==> src/rtl/alu_fc32_pkg.sv <==
package alu_fc32_pkg;

    localparam int FUNC_W = 6;

    localparam logic [FUNC_W-1:0] FN_ADD  = 6'b100000;
    localparam logic [FUNC_W-1:0] FN_SUB  = 6'b100010;
    localparam logic [FUNC_W-1:0] FN_MUL  = 6'b011000;
    localparam logic [FUNC_W-1:0] FN_DIV  = 6'b011011;
    localparam logic [FUNC_W-1:0] FN_AND  = 6'b001101;
    localparam logic [FUNC_W-1:0] FN_OR   = 6'b001111;
    localparam logic [FUNC_W-1:0] FN_SRL  = 6'b000011;
    localparam logic [FUNC_W-1:0] FN_SLL  = 6'b000010;
    localparam logic [FUNC_W-1:0] FN_INV  = 6'b001011;

    typedef enum logic [3:0] {
        OP_ADD,
        OP_SUB,
        OP_MUL,
        OP_DIV,
        OP_AND,
        OP_OR,
        OP_SRL,
        OP_SLL,
        OP_INV,
        OP_ZERO
    } alu_op_e;

    function automatic logic is_arith(input alu_op_e op);
        return (op == OP_ADD) || (op == OP_SUB) || (op == OP_MUL) || (op == OP_DIV);
    endfunction

endpackage

==> src/rtl/alu_fc32_decode.sv <==
module alu_fc32_decode
    import alu_fc32_pkg::*;
(
    input  logic              aluop_i,
    input  logic [FUNC_W-1:0] func_i,
    output alu_op_e           op_o
);

    always_comb begin
        if (!aluop_i) begin
            op_o = OP_ADD;
        end else begin
            unique case (func_i)
                FN_ADD:  op_o = OP_ADD;
                FN_SUB:  op_o = OP_SUB;
                FN_MUL:  op_o = OP_MUL;
                FN_DIV:  op_o = OP_DIV;
                FN_AND:  op_o = OP_AND;
                FN_OR:   op_o = OP_OR;
                FN_SRL:  op_o = OP_SRL;
                FN_SLL:  op_o = OP_SLL;
                FN_INV:  op_o = OP_INV;
                default: op_o = OP_ZERO;
            endcase
        end
    end

endmodule

==> src/rtl/alu_fc32_arith.sv <==
module alu_fc32_arith
    import alu_fc32_pkg::*;
#(
    parameter int WIDTH = 32
) (
    input  alu_op_e          op_i,
    input  logic [WIDTH-1:0] a_i,
    input  logic [WIDTH-1:0] b_i,
    output logic [WIDTH-1:0] res_o
);

    localparam logic [WIDTH-1:0] MOST_NEG = {1'b1, {(WIDTH-1){1'b0}}};
    localparam logic [WIDTH-1:0] ALL_ONES = {WIDTH{1'b1}};

    logic [WIDTH-1:0] sum;
    logic [WIDTH-1:0] diff;
    logic [WIDTH-1:0] prod_lo;
    logic [WIDTH-1:0] quot;
    logic [WIDTH-1:0] quot_raw;
    logic             div_zero;
    logic             div_wrap;

    // Low word of a two's complement product is sign-independent.
    assign sum      = a_i + b_i;
    assign diff     = a_i - b_i;
    assign prod_lo  = a_i * b_i;
    assign div_zero = (b_i == '0);
    assign div_wrap = (a_i == MOST_NEG) && (b_i == ALL_ONES);

    always_comb begin
        quot_raw = '0;
        if (!div_zero && !div_wrap) begin
            quot_raw = $signed(a_i) / $signed(b_i);
        end
    end

    always_comb begin
        if (div_zero)      quot = ALL_ONES;
        else if (div_wrap) quot = MOST_NEG;
        else               quot = quot_raw;
    end

    always_comb begin
        unique case (op_i)
            OP_ADD:  res_o = sum;
            OP_SUB:  res_o = diff;
            OP_MUL:  res_o = prod_lo;
            OP_DIV:  res_o = quot;
            default: res_o = '0;
        endcase
    end

endmodule

==> src/rtl/alu_fc32_logic.sv <==
module alu_fc32_logic
    import alu_fc32_pkg::*;
#(
    parameter int WIDTH   = 32,
    parameter int SHAMT_W = $clog2(WIDTH)
) (
    input  alu_op_e            op_i,
    input  logic [WIDTH-1:0]   a_i,
    input  logic [WIDTH-1:0]   b_i,
    input  logic [SHAMT_W-1:0] shamt_i,
    output logic [WIDTH-1:0]   res_o
);

    always_comb begin
        unique case (op_i)
            OP_AND:  res_o = a_i & b_i;
            OP_OR:   res_o = a_i | b_i;
            OP_SRL:  res_o = b_i >> shamt_i;
            OP_SLL:  res_o = b_i << shamt_i;
            OP_INV:  res_o = ~b_i;
            default: res_o = '0;
        endcase
    end

endmodule

==> src/rtl/alu_fc32.sv <==
module alu_fc32
    import alu_fc32_pkg::*;
#(
    parameter int WIDTH = 32,
    localparam int SHAMT_W = $clog2(WIDTH)
) (
    input  logic               clk,
    input  logic               rst_n,
    input  logic               aluop_i,
    input  logic [FUNC_W-1:0]  func_i,
    input  logic [SHAMT_W-1:0] shamt_i,
    input  logic [WIDTH-1:0]   opa_i,
    input  logic [WIDTH-1:0]   opb_i,
    output logic [WIDTH-1:0]   result_o
);

    alu_op_e          op;
    logic [WIDTH-1:0] arith_res;
    logic [WIDTH-1:0] logic_res;
    logic [WIDTH-1:0] next_res;

    alu_fc32_decode u_decode (
        .aluop_i (aluop_i),
        .func_i  (func_i),
        .op_o    (op)
    );

    alu_fc32_arith #(.WIDTH(WIDTH)) u_arith (
        .op_i  (op),
        .a_i   (opa_i),
        .b_i   (opb_i),
        .res_o (arith_res)
    );

    alu_fc32_logic #(.WIDTH(WIDTH), .SHAMT_W(SHAMT_W)) u_logic (
        .op_i    (op),
        .a_i     (opa_i),
        .b_i     (opb_i),
        .shamt_i (shamt_i),
        .res_o   (logic_res)
    );

    always_comb begin
        next_res = is_arith(op) ? arith_res : logic_res;
    end

    always_ff @(posedge clk or negedge rst_n) begin
        if (!rst_n) result_o <= '0;
        else        result_o <= next_res;
    end

endmodule

==> config.mk <==
export PLATFORM = sky130hd
export DESIGN_NAME = alu_fc32
export DESIGN_NICKNAME = d
export VERILOG_FILES = /design/src/rtl/alu_fc32_pkg.sv /design/src/rtl/alu_fc32_decode.sv /design/src/rtl/alu_fc32_arith.sv /design/src/rtl/alu_fc32_logic.sv /design/src/rtl/alu_fc32.sv
export SDC_FILE = /design/constraint.sdc
export NUM_CORES = 2
export LEC_CHECK = 0
export ABC_AREA = 1
export BUFFER_PORTS_ARGS = -buffer_cell sky130_fd_sc_hd__buf_2
export CAP_MARGIN = 20
export CELL_PAD_IN_SITES_DETAIL_PLACEMENT = 1
export CELL_PAD_IN_SITES_GLOBAL_PLACEMENT = 2
export CORE_MARGIN = 2
export CORE_UTILIZATION = 33
export DETAILED_ROUTE_END_ITERATION = 16
export PLACE_DENSITY_LB_ADDON = 0.3
export SYNTH_ARGS = -nofsm -noshare
export SYNTH_HDL_FRONTEND = slang
export SYNTH_SLANG_ARGS = --single-unit
==> constraint.sdc <==
create_clock -name clk -period 0.8 [get_ports clk]
set_clock_uncertainty 0.15 [all_clocks]
set_input_delay 0.16 -clock clk [delete_from_list [all_inputs] [get_ports clk]]
set_output_delay 0.16 -clock clk [all_outputs]
set_load 0.005 [all_outputs]
==> key figures <==
Placement
  – Count of placed standard cells including taps: 14000
  – Worst setup slack before clock tree synthesis: -78.75 ns
  – Post-DP HPWL: 280 mm
  – RePlAce Congestion: 1.03
  – Area post-placement: 81000 um^2
  – Input/output buffers: 109

Clocking
  – Library cell used as clock root buffer: sky130_fd_sc_hd__clkbuf_16
  – Number of buffers created by CTS: 5
  – TritonCTS clock tree: yes
  – Largest buffer count on any clock path: 2
  – Depth of the CTS H-tree: 2
  – Clock transition at the register clock pins on the worst setup and hold paths after CTS: 0.08 ns
  – Sinks on Clock Net: 32

Drt
  – DRC viols: 0
  – Drt wl/cell: 24.3 um
  – Via density per instance: 5.32
  – DRT antenna net count: 0
  – Via count: 76200
  – Number of DRC markers after the initial detailed-route iteration: 4478
  – DR pass1 iterations: 5
  – Total wire length after detailed routing: 348 mm

Finish
  – Largest register by flop count: result_o
  – Summed area of non-filler cells in the final layout: 88800 um^2
  – Multi-input gate area: 52700 um^2
  – Commonest cells after routing, fill and taps aside: 3110 x sky130_fd_sc_hd__buf_4, 2122 x sky130_fd_sc_hd__nand2_1, 1511 x sky130_fd_sc_hd__inv_1
  – Number of fill cells: 21900
  – Synthesis-to-finish area growth: 60.7%
  – Total Nets Final: 13300
  – Fraction of layout cells with a size suffix above 1: 39.1%
  – Sequential Area: 812 um^2
  – Most common cell after layout, fill and taps aside: sky130_fd_sc_hd__buf_4
  – Max reg flops: 32
  – Final cell count without fillers: 14300
  – Registers with the highest flip-flop counts: result_o (32)

Pwr
  – Switching portion of total power: 52.4%
  – Static leakage: 48.6 nW
  – Pint: 90.6 mW
  – Maximum vdd drop: 3140 uV
  – Share of total power in combinational logic: 97.5%
  – Proportion of power drawn by flip-flops and latches: 1.3%
  – Sw Pwr: 99.7 mW
  – Cell Pwr Density: 2140 nW/um^2
  – Clock network power share: 1.2%

Global routing
  – Maximum number of pins on one net before global-route repair: 44
  – GRT overflow: 0
  – Number of antenna violations at the first check in global routing: 41
  – Via count of the first global-routing pass: 78500
  – All-Layer GR Usage: 37.8%
  – First-pass GRT wire length: 486 mm

Critical path
  – Family with the most delay on the worst path: compound AO/OA/AOI/OAI gates
  – Crit path max fanout: 20
  – Required time reported for the critical path endpoint: 0.69 ns
  – Critical Path AT: 75.40 ns
  – Worst stage delay on the critical path: 0.42 ns
  – Origin of the worst setup path: opa_i[0]
  – Crit path capture: result_o[21]$_DFF_PN0_
  – Sort of element at the start of the critical path: primary input
  – Number of gates on the worst path with buffers counted: 627
  – Element type at the critical path end: flip-flop
  – Setup Crit Path Kind: primary input to flip-flop
  – Combined buffer and inverter count along the critical path: 94
  – Most repeated library cell on the critical path: sky130_fd_sc_hd__nand2_2
  – Critical-path cell with the highest stage delay: sky130_fd_sc_hd__o41ai_4

Floorplanning
  – Top-level port count: 110
  – Area of the core: 167000 um^2
  – Die Span Y: 413 um
  – Horiz. Die Dim: 413 um
  – Starting density of the core: 33.1%
  – Overall die area: 171000 um^2
  – Number of placement rows: 150

Synthesis
  – Number of warning messages in the yosys log: 0
  – Sequential cell area fraction in the yosys report: 1.45%
  – Nets in the synthesized netlist: 10300
  – Synthesized area per cell: 6.09 um^2
  – Synth Flop Type: sky130_fd_sc_hd__dfrtp_1
  – Synth Register Bits: 32
  – Count of flip-flops with a built-in enable after synthesis: 0
  – Post-synthesis instance total: 9080
  – Mapped cell area: 55300 um^2
  – Fraction of synthesis flops using an asynchronous set or reset pin: 100%
  – Number of distinct library cells after synthesis: 86

STA
  – Slew headroom: 31.3%
  – Final number of hold-violating endpoints: 0
  – Upper clock frequency limit: 0.0132 GHz
  – Worst slew pin tran: 1.00 ns
  – Final setup violation count: 64
  – Final-report max-slew violation count: 0
  – Least setup slack across all paths after layout: -74.71 ns
  – Fraction of the cycle the final worst path needs: 9440%
  – Setup repair after global routing missed its margin: yes
  – Final setup TNS: -2386.22 ns
  – Period minus WS final: 75.51 ns

Job
  – Number of max-capacitance violations reported: 0

Hold path
  – Worst min-delay path class: primary input to asynchronous set/reset pin

Run status
  – Violations in the final reports: negative setup slack
  – Run status: finished with violations
-- synth_stat cells, drive strengths merged (2+ instances only) --
cell	instances	area share, %
a211oi	32	0.43
o221a	3	0.061
clkinv	18	0.14
ha	691	16
o32ai	5	0.079
xnor2	153	2.4
o2111ai	17	0.27
a32oi	2	0.032
a21oi	576	5.3
buf	113	1.2
o41ai	6	0.095
inv	1649	11
o221ai	23	0.36
a221o	2	0.036
a21boi	18	0.25
o21a	18	0.24
a21o	34	0.46
clkbuf	210	2.0
or4	2	0.027
o211ai	33	0.45
a311oi	4	0.063
o311ai	12	0.19
dfrtp	32	1.4
xor2	268	4.2
a31oi	27	0.32
nand3b	9	0.12
a2111o	2	0.041
nand2	2531	18
o21bai	54	0.75
nand3	414	3.9
or2	90	1.0
and3	6	0.070
o21ai	609	5.7
nor2	648	4.8
a2111oi	16	0.25
o22ai	15	0.17
o31ai	24	0.33
nor4	51	0.59
nor3	91	0.83
a221oi	23	0.36
mux2i	19	0.37
and2	10	0.11
nand4	103	1.2
fa	409	15
-- per-layer routing --
metal / routed length [um] / vias up / global-route usage, % / part of all wire (%)
li1: - / 35000 / - / -
met1: 140000 / 37900 / 46.6 / 40
met2: 163000 / 2337 / 64.0 / 47
met3: 22600 / 884 / 5.85 / 6.5
met4: 22600 / 20 / 18.6 / 6.5
met5: 117 / - / 0 / 0.034
-- worst min-delay path by stage --
stage                     cells after the start                      to  startpoint  slack, ns
after floorplan                               0   result_o[0]$_DFF_PN0_       rst_n      -0.29
after global placement                        2  result_o[24]$_DFF_PN0_       rst_n      0.009
after detailed placement                      2  result_o[24]$_DFF_PN0_       rst_n       0.02
after CTS                                     4   result_o[1]$_DFF_PN0_    opa_i[1]       0.29
after global routing                          3   result_o[1]$_DFF_PN0_       rst_n      0.003
final                                         3   result_o[3]$_DFF_PN0_       rst_n       0.02
-- through the flow --
step / power, mW / hold slack (ns) / util, %
floorplan: 99.1 / -0.286 / -
global placement: 168 / 0.00909 / 48.5
detailed placement: 174 / 0.0198 / 48.5
CTS: 179 / 0.289 / 49.2
global route: 204 / 0.00300 / 53.2
finish: 190 / 0.0202 / 53.2
-- timing repair --
item                                    in CTS  in global routing
gates resized for setup                    179               1146
pin swaps                                   84                653
endpoints found under the setup margin      64                 96
gates cloned                                 1                  7
hold buffers                                 1                  0
buffers inserted                            32                258
endpoints found under the hold margin       32                  0
-- kinds of logic after synthesis --
logic type               count (synthesis)  share of synthesized area [%]
XOR/XNOR                               421                           6.67
AO/OA/AOI/OAI                         1559                           16.3
flip-flops                              32                           1.45
AND/OR/NAND/NOR                       3959                           30.2
multiplexers                            19                          0.367
adder cells (fa/ha/maj)               1100                           30.5
buffers and inverters                 1990                           14.6
-- area by class of cell --
cell class,count,area share (%)
Multi-Input combinational cell,7058,59.4
Timing Repair Buffer,3326,29.2
Inverter,1667,7.23
Tap cell,2204,3.10
Sequential cell,32,0.914
Clock buffer,6,0.145
Antenna cell,25,0.0704
Clock inverter,1,0.00563
-- power groups by stage --
stage / clock network, mW / registers [mW] / logic (mW)
global route: 2.34 / 2.52 / 199
CTS: 2.28 / 2.49 / 174
floorplan: 0 / 2.22 / 96.9
global placement: 0 / 2.47 / 166
detailed placement: 0 / 2.47 / 171
finish: 2.29 / 2.55 / 185
Power figures use the tool's default switching activity.
